===== config.mk =====
export PLATFORM = sky130hd
export DESIGN_NAME = rsv_tag_ctrl
export DESIGN_NICKNAME = d
export VERILOG_FILES = /design/src/rtl/rsv_tag_pkg.sv /design/src/rtl/rsv_way_match.sv /design/src/rtl/rsv_first_set.sv /design/src/rtl/rsv_oldest_pick.sv /design/src/rtl/rsv_tag_ctrl.sv
export SDC_FILE = /design/constraint.sdc
export NUM_CORES = 2
export LEC_CHECK = 0
export BUFFER_PORTS_ARGS = -buffer_cell sky130_fd_sc_hd__buf_4
export CORE_ASPECT_RATIO = 1.2
export CORE_MARGIN = 3
export CORE_UTILIZATION = 30
export CTS_CLUSTER_DIAMETER = 80
export CTS_CLUSTER_SIZE = 24
export DETAILED_ROUTE_END_ITERATION = 12
export GPL_TIMING_DRIVEN = 0
export SLEW_MARGIN = 20
export SYNTH_ARGS = -nofsm -noshare
export SYNTH_HDL_FRONTEND = slang
export SYNTH_SLANG_ARGS = --single-unit

===== constraint.sdc =====
create_clock -name clk -period 22 [get_ports clk]
set_input_delay 3.3 -clock clk [delete_from_list [all_inputs] [get_ports clk]]
set_output_delay 3.3 -clock clk [all_outputs]
set_load 0.03 [all_outputs]

===== src/rtl/rsv_tag_pkg.sv =====
package rsv_tag_pkg;

    typedef enum logic [2:0] {
        LK_HIT        = 3'd0,
        LK_HIT_WT     = 3'd1,
        LK_PEND_HIT   = 3'd2,
        LK_MISS_CLEAN = 3'd3,
        LK_MISS_WB    = 3'd4,
        LK_RSV_FAIL   = 3'd5
    } lk_code_e;

    typedef struct packed {
        logic valid;
        logic dirty;
        logic pend;
    } line_flags_t;

    localparam line_flags_t FLAGS_EMPTY = '{valid: 1'b0, dirty: 1'b0, pend: 1'b0};

endpackage


===== src/rtl/rsv_way_match.sv =====
module rsv_way_match
    import rsv_tag_pkg::*;
#(
    parameter int NUM_WAYS = 4,
    parameter int TAG_W    = 26
) (
    input  logic [TAG_W-1:0] key,
    input  logic [TAG_W-1:0] tags  [NUM_WAYS],
    input  line_flags_t      flags [NUM_WAYS],
    output logic [NUM_WAYS-1:0] valid_hit,
    output logic [NUM_WAYS-1:0] pend_hit,
    output logic [NUM_WAYS-1:0] free_vec,
    output logic [NUM_WAYS-1:0] open_vec,
    output logic [NUM_WAYS-1:0] live_vec
);
    for (genvar w = 0; w < NUM_WAYS; w++) begin : g_way
        logic same;
        assign same         = (tags[w] == key);
        assign valid_hit[w] = same && flags[w].valid && !flags[w].pend;
        assign pend_hit[w]  = same && flags[w].pend;
        assign free_vec[w]  = !flags[w].valid && !flags[w].pend;
        assign open_vec[w]  = !flags[w].pend;
        assign live_vec[w]  = flags[w].valid && !flags[w].pend;
    end
endmodule


===== src/rtl/rsv_first_set.sv =====
module rsv_first_set #(
    parameter int N     = 4,
    parameter int IDX_W = 2
) (
    input  logic [N-1:0]     vec,
    output logic             found,
    output logic [IDX_W-1:0] idx
);
    always_comb begin
        found = 1'b0;
        idx   = '0;
        for (int i = N - 1; i >= 0; i--) begin
            if (vec[i]) begin
                found = 1'b1;
                idx   = IDX_W'(i);
            end
        end
    end
endmodule


===== src/rtl/rsv_oldest_pick.sv =====
module rsv_oldest_pick #(
    parameter int N       = 4,
    parameter int STAMP_W = 16,
    parameter int IDX_W   = 2
) (
    input  logic [N-1:0]       cand,
    input  logic [STAMP_W-1:0] stamps [N],
    output logic               found,
    output logic [IDX_W-1:0]   idx
);
    logic [STAMP_W-1:0] best;

    always_comb begin
        found = 1'b0;
        idx   = '0;
        best  = '1;
        for (int i = 0; i < N; i++) begin
            if (cand[i] && (!found || stamps[i] < best)) begin
                found = 1'b1;
                idx   = IDX_W'(i);
                best  = stamps[i];
            end
        end
    end
endmodule


===== src/rtl/rsv_tag_ctrl.sv =====
module rsv_tag_ctrl
    import rsv_tag_pkg::*;
#(
    parameter int ADDR_W     = 32,
    parameter int LINE_BYTES = 16,
    parameter int NUM_SETS   = 4,
    parameter int NUM_WAYS   = 4,
    parameter int STAMP_W    = 16
) (
    input  logic              clk,
    input  logic              rst,
    input  logic              cfg_wthru,
    input  logic              cfg_fifo,
    input  logic              lk_valid,
    input  logic              lk_write,
    input  logic [ADDR_W-1:0] lk_addr,
    input  logic              fl_valid,
    input  logic [ADDR_W-1:0] fl_addr,
    output logic              lk_done,
    output logic [2:0]        lk_code,
    output logic [ADDR_W-1:0] lk_wb_addr,
    output logic              fl_done,
    output logic              fl_wb_valid,
    output logic [ADDR_W-1:0] fl_wb_addr,
    output logic              fill_err
);
    localparam int OFFSET_W = $clog2(LINE_BYTES);
    localparam int INDEX_W  = $clog2(NUM_SETS);
    localparam int TAG_W    = ADDR_W - OFFSET_W - INDEX_W;
    localparam int WAY_W    = $clog2(NUM_WAYS);

    // line state
    line_flags_t         flags_q [NUM_SETS][NUM_WAYS];
    logic [TAG_W-1:0]    tag_q   [NUM_SETS][NUM_WAYS];
    logic [ADDR_W-1:0]   addr_q  [NUM_SETS][NUM_WAYS];
    logic [STAMP_W-1:0]  use_q   [NUM_SETS][NUM_WAYS];
    logic [STAMP_W-1:0]  fill_q  [NUM_SETS][NUM_WAYS];
    logic [STAMP_W-1:0]  now_q;

    // registered results
    lk_code_e            lk_code_q;
    logic                lk_done_q, fl_done_q, fl_wb_q, err_q;
    logic [ADDR_W-1:0]   lk_wb_q, fl_wb_addr_q;

    // address split
    logic [INDEX_W-1:0]  lk_set, fl_set;
    logic [TAG_W-1:0]    lk_tag, fl_tag;
    logic                lk_off_unused;

    assign lk_set        = lk_addr[OFFSET_W +: INDEX_W];
    assign lk_tag        = lk_addr[ADDR_W-1 -: TAG_W];
    assign fl_set        = fl_addr[OFFSET_W +: INDEX_W];
    assign fl_tag        = fl_addr[ADDR_W-1 -: TAG_W];
    assign lk_off_unused = ^lk_addr[OFFSET_W-1:0];

    // rows of the addressed sets
    logic [TAG_W-1:0]   lk_tags [NUM_WAYS], fl_tags [NUM_WAYS];
    line_flags_t        lk_flg  [NUM_WAYS], fl_flg  [NUM_WAYS];
    logic [STAMP_W-1:0] lk_age  [NUM_WAYS], fl_age  [NUM_WAYS];

    always_comb begin
        for (int w = 0; w < NUM_WAYS; w++) begin
            lk_tags[w] = tag_q[lk_set][w];
            lk_flg[w]  = flags_q[lk_set][w];
            lk_age[w]  = cfg_fifo ? fill_q[lk_set][w] : use_q[lk_set][w];
            fl_tags[w] = tag_q[fl_set][w];
            fl_flg[w]  = flags_q[fl_set][w];
            fl_age[w]  = cfg_fifo ? fill_q[fl_set][w] : use_q[fl_set][w];
        end
    end

    logic [NUM_WAYS-1:0] lk_vhit, lk_phit, lk_free, lk_open, lk_live;
    logic [NUM_WAYS-1:0] fl_vhit, fl_phit, fl_free, fl_open_unused, fl_live;

    rsv_way_match #(.NUM_WAYS(NUM_WAYS), .TAG_W(TAG_W)) u_lk_match (
        .key(lk_tag), .tags(lk_tags), .flags(lk_flg),
        .valid_hit(lk_vhit), .pend_hit(lk_phit), .free_vec(lk_free),
        .open_vec(lk_open), .live_vec(lk_live)
    );

    rsv_way_match #(.NUM_WAYS(NUM_WAYS), .TAG_W(TAG_W)) u_fl_match (
        .key(fl_tag), .tags(fl_tags), .flags(fl_flg),
        .valid_hit(fl_vhit), .pend_hit(fl_phit), .free_vec(fl_free),
        .open_vec(fl_open_unused), .live_vec(fl_live)
    );

    logic             lk_free_found, fl_free_found, lk_vic_found, fl_vic_found;
    logic [WAY_W-1:0] lk_free_idx, fl_free_idx, lk_vic_idx, fl_vic_idx;

    rsv_first_set #(.N(NUM_WAYS), .IDX_W(WAY_W)) u_lk_free (
        .vec(lk_free), .found(lk_free_found), .idx(lk_free_idx)
    );
    rsv_first_set #(.N(NUM_WAYS), .IDX_W(WAY_W)) u_fl_free (
        .vec(fl_free), .found(fl_free_found), .idx(fl_free_idx)
    );
    rsv_oldest_pick #(.N(NUM_WAYS), .STAMP_W(STAMP_W), .IDX_W(WAY_W)) u_lk_vic (
        .cand(lk_live), .stamps(lk_age), .found(lk_vic_found), .idx(lk_vic_idx)
    );
    rsv_oldest_pick #(.N(NUM_WAYS), .STAMP_W(STAMP_W), .IDX_W(WAY_W)) u_fl_vic (
        .cand(fl_live), .stamps(fl_age), .found(fl_vic_found), .idx(fl_vic_idx)
    );

    always_ff @(posedge clk) begin
        if (rst) begin
            for (int s = 0; s < NUM_SETS; s++) begin
                for (int w = 0; w < NUM_WAYS; w++) begin
                    flags_q[s][w] <= FLAGS_EMPTY;
                    tag_q[s][w]   <= '0;
                    addr_q[s][w]  <= '0;
                    use_q[s][w]   <= '0;
                    fill_q[s][w]  <= '0;
                end
            end
            now_q        <= '0;
            lk_done_q    <= 1'b0;
            lk_code_q    <= LK_HIT;
            lk_wb_q      <= '0;
            fl_done_q    <= 1'b0;
            fl_wb_q      <= 1'b0;
            fl_wb_addr_q <= '0;
            err_q        <= 1'b0;
        end else begin
            now_q     <= now_q + 1'b1;
            lk_done_q <= 1'b0;
            fl_done_q <= 1'b0;
            fl_wb_q   <= 1'b0;
            if (fl_valid) begin
                fl_done_q <= 1'b1;
                if (|fl_vhit) begin
                    // duplicate fill: nothing changes
                end else if (!cfg_wthru) begin
                    if (|fl_phit) begin
                        for (int w = 0; w < NUM_WAYS; w++) begin
                            if (fl_phit[w]) begin
                                flags_q[fl_set][w].pend  <= 1'b0;
                                flags_q[fl_set][w].valid <= 1'b1;
                                addr_q[fl_set][w]        <= fl_addr;
                                use_q[fl_set][w]         <= now_q;
                                fill_q[fl_set][w]        <= now_q;
                            end
                        end
                    end else begin
                        err_q <= 1'b1;
                    end
                end else if (fl_free_found || fl_vic_found) begin
                    if (fl_free_found) begin
                        flags_q[fl_set][fl_free_idx] <= '{valid: 1'b1, dirty: 1'b0, pend: 1'b0};
                        tag_q[fl_set][fl_free_idx]   <= fl_tag;
                        addr_q[fl_set][fl_free_idx]  <= fl_addr;
                        use_q[fl_set][fl_free_idx]   <= now_q;
                        fill_q[fl_set][fl_free_idx]  <= now_q;
                    end else begin
                        if (fl_flg[fl_vic_idx].dirty) begin
                            fl_wb_q      <= 1'b1;
                            fl_wb_addr_q <= addr_q[fl_set][fl_vic_idx];
                        end
                        flags_q[fl_set][fl_vic_idx] <= '{valid: 1'b1, dirty: 1'b0, pend: 1'b0};
                        tag_q[fl_set][fl_vic_idx]   <= fl_tag;
                        addr_q[fl_set][fl_vic_idx]  <= fl_addr;
                        use_q[fl_set][fl_vic_idx]   <= now_q;
                        fill_q[fl_set][fl_vic_idx]  <= now_q;
                    end
                end
            end else if (lk_valid) begin
                lk_done_q <= 1'b1;
                if (|lk_vhit) begin
                    lk_code_q <= cfg_wthru ? LK_HIT_WT : LK_HIT;
                    for (int w = 0; w < NUM_WAYS; w++) begin
                        if (lk_vhit[w]) begin
                            use_q[lk_set][w] <= now_q;
                            if (lk_write) flags_q[lk_set][w].dirty <= 1'b1;
                        end
                    end
                end else if (|lk_phit) begin
                    lk_code_q <= LK_PEND_HIT;
                    for (int w = 0; w < NUM_WAYS; w++) begin
                        if (lk_phit[w] && lk_write) flags_q[lk_set][w].dirty <= 1'b1;
                    end
                end else if (cfg_wthru || lk_write) begin
                    lk_code_q <= LK_MISS_CLEAN;
                end else if (!(|lk_open)) begin
                    lk_code_q <= LK_RSV_FAIL;
                end else if (lk_free_found) begin
                    lk_code_q                    <= LK_MISS_CLEAN;
                    flags_q[lk_set][lk_free_idx] <= '{valid: 1'b0, dirty: 1'b0, pend: 1'b1};
                    tag_q[lk_set][lk_free_idx]   <= lk_tag;
                end else if (lk_vic_found) begin
                    if (lk_flg[lk_vic_idx].dirty) begin
                        lk_code_q <= LK_MISS_WB;
                        lk_wb_q   <= addr_q[lk_set][lk_vic_idx];
                    end else begin
                        lk_code_q <= LK_MISS_CLEAN;
                    end
                    flags_q[lk_set][lk_vic_idx] <= '{valid: 1'b0, dirty: 1'b0, pend: 1'b1};
                    tag_q[lk_set][lk_vic_idx]   <= lk_tag;
                end
            end
        end
    end

    assign lk_done     = lk_done_q;
    assign lk_code     = lk_code_q;
    assign lk_wb_addr  = lk_wb_q;
    assign fl_done     = fl_done_q;
    assign fl_wb_valid = fl_wb_q;
    assign fl_wb_addr  = fl_wb_addr_q;
    assign fill_err    = err_q;

endmodule


Word level (Yosys, flattened, before mapping). Memory sizes are Yosys's and may differ from the RTL's. Cells that the tools add are included.

Memory bits (read-only): 0. Register bits after elaboration: 87. Latch bits: 0. Bits in writable memories: 1488. Input port bits: 71. Memories: 5. Word-level logic and storage cells: 1937. Output and inout bits: 71.

Memory list: addr_q (words 4, width 128, rd ports 2, clocked after Yosys merged registers in 0, wr ports 4, line rsv_tag_ctrl.sv:35) `logic [ADDR_W-1:0] addr_q [NUM_SETS][NUM_WAYS];`; tag_q (words 4, width 104, rd ports 2, clocked after Yosys merged registers in 0, wr ports 4, line rsv_tag_ctrl.sv:34) `logic [TAG_W-1:0] tag_q [NUM_SETS][NUM_WAYS];`; fill_q (words 4, width 64, rd ports 2, clocked after Yosys merged registers in 0, wr ports 4, line rsv_tag_ctrl.sv:37) `logic [STAMP_W-1:0] fill_q [NUM_SETS][NUM_WAYS];`; use_q (words 4, width 64, rd ports 2, clocked after Yosys merged registers in 0, wr ports 4, line rsv_tag_ctrl.sv:36) `logic [STAMP_W-1:0] use_q [NUM_SETS][NUM_WAYS];`; flags_q (words 4, width 12, rd ports 2, clocked after Yosys merged registers in 0, wr ports 4, line rsv_tag_ctrl.sv:33) `line_flags_t flags_q [NUM_SETS][NUM_WAYS];`.

Reduce and logical (&&, ||, !) cells: 103. Shifts and indexed selects: 0. Order comparisons: 14. Bitwise gates (word level): 774. $mul: 0. Equality and inequality tests: 9. Muxes and demuxes: 1023. Div/mod/pow operators: 0. $add $sub $neg: 1.

Operator list (count): 2-to-1 mux 1 bit (918); 2-to-1 mux 104 bit (8); bitwise OR 1 bit (760); 2-to-1 mux 128 bit (4); 2-to-1 mux 64 bit (8); 2-to-1 mux 16 bit (16); demux 26 bit (select 2 bit) (4); equality test 26 bit (8); OR reduction 104 bit (2); 2-to-1 mux 32 bit (6); OR reduction 64 bit (3); binary-select mux 32 bit (select 2 bit) (2); demux 32 bit (select 2 bit) (2); OR reduction 128 bit (1); 2-to-1 mux 26 bit (4); less-than comparator 16 bit (6); 2-to-1 mux 12 bit (8); demux 16 bit (select 2 bit) (2); logical AND 1 bit (54); 2-to-1 mux 2 bit (24); 2-to-1 mux 3 bit (11); demux 3 bit (select 2 bit) (4); OR reduction 12 bit (2); zero test 1 bit (22); 15 further kinds (45).

Longest topological paths before layout. An unclocked memory read counts as a cell.

Depth after elaboration: 29. Gate-level depth with buffers: 46. Depth with buffers taken out: 34.

Hierarchy. A second synthesis with hierarchy kept.

Cell total of the unflattened synthesis: 5894. Area, all modules: 84927.7 um^2.

By module, submodules not included: rsv_tag_ctrl (seq. area each 46424.5 um^2, cells an instance 5115, instances 1, area an instance 79078.3 um^2); rsv_way_match (seq. area each 0.0 um^2, cells an instance 166, instances 2, area an instance 1233.7 um^2); rsv_oldest_pick at u_lk_vic (seq. area each 0.0 um^2, cells an instance 213, instances 1, area an instance 1666.6 um^2); rsv_oldest_pick at u_fl_vic (seq. area each 0.0 um^2, cells an instance 220, instances 1, area an instance 1645.3 um^2); rsv_first_set (seq. area each 0.0 um^2, cells an instance 7, instances 2, area an instance 35.0 um^2).

Least setup slack after synthesis. No wires, ideal clock.

Path kind: input to register. Start: in fl_addr[4]. End: mem flags_q[2][3] (netlist bit), enable pin. Arrival: 16.823 ns. Data required time: 21.690 ns. Stages: 42. Buffers on the path: 13. Path slack: 4.867 ns. Cells stage by stage: buf_2 > buf_2 > buf_4 > buf_4 > buf_2 > buf_1 > mux4_2 > a211oi_1 > ha_1 > a21o_1 > a21o_1 > a221oi_1 > o211ai_1 > o22ai_1 > clkbuf_1 > clkbuf_1 > buf_2 > mux2_2 > (+6 left out) > a41o_1 > clkbuf_1 > clkbuf_1 > buf_1 > a21oi_1 > ha_1 > a21oi_1 > nor2b_1 > o21ai_0 > a211o_1 > o21ai_0 > o221a_2 > a32oi_2 > o31ai_4 > nor2_2 > buf_2 > o21ai_0 > or2_2.

RTL lines: start: declaration (line rsv_tag_ctrl.sv:18) `input logic [ADDR_W-1:0] fl_addr,`; end: declaration (line rsv_tag_ctrl.sv:33).

==> metrics.yaml <==
status: "finished, final reports clean"
min_period_ps: 21870
yosysTopAreaCellShare: 0.523
power_frac_seq: 0.515
combinationalPowerShare: 0.182
setup_slack_ps: 127
cts.path.max_buffers: 3
peakVddDrop_mv: 0.0629
grt_pass1_wl_um: 489000
h-tree-depth: 3
placed_area_um2: 92900
gp_congestion: 1.00
crit_path_end_kind: "flop"
critPathArrivalTime_ps: 22250
area_delta_synth_final_pct: 12.3
drt_iter0_drc: 9167
dieArea_um2: 292000
maxSlewViolCount: 0
grt-ovfl-total: 0
p_sw_mw: 2.02
skew_ps: 84.5
required_ps: 22370
synth_warnings: 0
swShare: 0.302
wirelength_um: 361000
powerDensity_nw_per_um2: 69.5
post-place-ws_ps: -188
synth_top_cell_by_area: "edfxtp_1"
max_slew_margin: 0.134
initial_utilization: 0.302
final-hold-violation-count: 0
worstHoldPathType: "reg -> reg"
antenna_found_initial: 25
path_class: "in -> reg"
cap_violations: 0
critPathSlowestCell: "a211oi_1"
synth-seq-cells: 1575
n_fill_cell: 27554
dieHeight_um: 591
utilization: 0.339
synth.most_common_cell: "edfxtp_1"
tightestPinTransition_ps: 1260
post_cts_buffers: 0
dp_hpwl_um: 277000
ctsResizeCount: 0
ys.flop_type: "edfxtp_1"
synthCells: 6097
num_rows: 214
postLayoutCellArea_um2: 96000
start_kind: "primary input"
drt_pass1_iterations: 6
fin_crit_sh: 0.994
netlist_top_cells_area: "edfxtp_1, mux4_2, and2_1"
p_int_mw: 4.66
postSynthAreaPerCell_um2: 14.0
power.share.clock: 0.303
synth.distinct_cells: 80
holdBufCountCts: 0
first_global_vias: 60372
antenna_left: 0
grt_max_degree: 39
core_um2: 284000
clk_pin_slew_worst_paths_ps: 90
grt_use_total: 0.241
place_inst: 10057
cp_common_cell: "clkbuf_1"
max_stage_delay_ps: 880
layout.nets: 6533
p_leak_nw: 33.2
detail_route.vias_per_cell: 5.98
yosysSeqAreaShare: 0.543
rsz0062_at_grt: "no"
ys_async_sr_fraction: 0
wl_per_cell_um: 35.3
fmax_mhz: 45.7
port-buffer-count: 107
tns_ps: 0
cts_buffers: 91
cts_tree: "done"
clk_latency_ps: 790
numClockSinks: 1575
num_vias: 61229
synth_edf_count: 1488
synth_area_um2: 85500
drive_above_1_share: 0.230
route.detailed.drc: 0
cts_root_buf: "clkbuf_16"
synth_common_cells: "edfxtp_1, mux4_2, nor2_1"
pin_count: 142
worstPathMaxFanout: 16
die-width_um: 493
setup_viol_count_final: 0
fin_cells: 10239
-- final timing paths --
path | start | endpoint | slack [ps] | depth (start not counted)
worst max-delay path | fl_addr[5] | use_q[1][17] | 130 | 42
worst min-delay path | fl_wb_addr[13] | fl_wb_addr[13] | 510 | 2
worst max register to register | flags_q[3][9] | use_q[1][17] | 3880 | 39
worst min register to register | fl_wb_addr[13] | fl_wb_addr[13] | 510 | 2
-- worst max-delay path, delay by kind of cell --
family / cells / cell delay, ps
AOI/OAI and AO/OA: 22 / 8820
buffers and inverters: 13 / 7740
muxes: 2 / 820
adders and majority gates: 3 / 1060
and+or+nand+nor: 2 / 390
-- power by group through the flow --
stage	Sequential [mW]	Clock, mW	Combinational, mW
final	3.44	2.02	1.22
after detailed placement	3.50	0	1.18
after global placement	3.51	0	1.14
after CTS	3.43	2.02	1.19
after global routing	3.45	2.11	1.25
after floorplan	3.49	0	0.673
-- cells by family after synthesis --
kind of cell | count (synthesis) | synth area share
simple gates | 2079 | 0.126
flops | 1575 | 0.543
mux | 965 | 0.223
buf+inv | 672 | 0.0324
compound gates | 495 | 0.0405
xor+xnor | 220 | 0.0225
fa+ha+maj | 90 | 0.0132
other cells | 1 | 0.0000439
-- layer usage --
layer  global-route usage  vias up  wire length (um)
met5                    0        -                12
met4                0.162        2             28800
met3               0.0483     1022             36700
met2                0.392     4288            170000
met1                0.288    31828            125000
li1                     -    24089                 -
-- flip-flops by register name, summed over array words and instances (netlist names) --
register,cells
lk_done,1
flags_q,48
fl_wb_valid,1
fill_err,1
fill_q,256
lk_wb_addr,32
fl_wb_addr,32
now_q,16
lk_code,3
fl_done,1
addr_q,512
use_q,256
tag_q,416
-- cell type report --
class	count	area [um2]	share of cell area
Tap cell	3780	4730	0.0492
Timing Repair Buffer	167	2260	0.0235
Clock buffer	114	2450	0.0255
Multi-Input combinational cell	3865	36700	0.382
Sequential cell	1575	46400	0.483
Buffer	620	2650	0.0276
Inverter	52	195	0.00203
Clock inverter	49	612	0.00637
Antenna cell	17	42.5	0.000443
-- cell usage in the layout (no fill, tap or decap), types with 107 or more instances in the layout --
master	instances
edfxtp_1	1488
mux4_2	740
nor2_1	650
and2_1	429
clkbuf_1	420
and3_1	317
nor3_1	231
xnor2_1	220
nand2_1	153
a21oi_1	140
buf_4	125
mux2i_1	120
buf_2	107
-- stage by stage --
step	hold WS (ps)	power [mW]
after floorplan	510	4.16
after global placement	494	4.65
after detailed placement	491	4.69
after CTS	508	6.64
after global routing	539	6.80
final	509	6.68
Power figures use the tool's default switching activity.
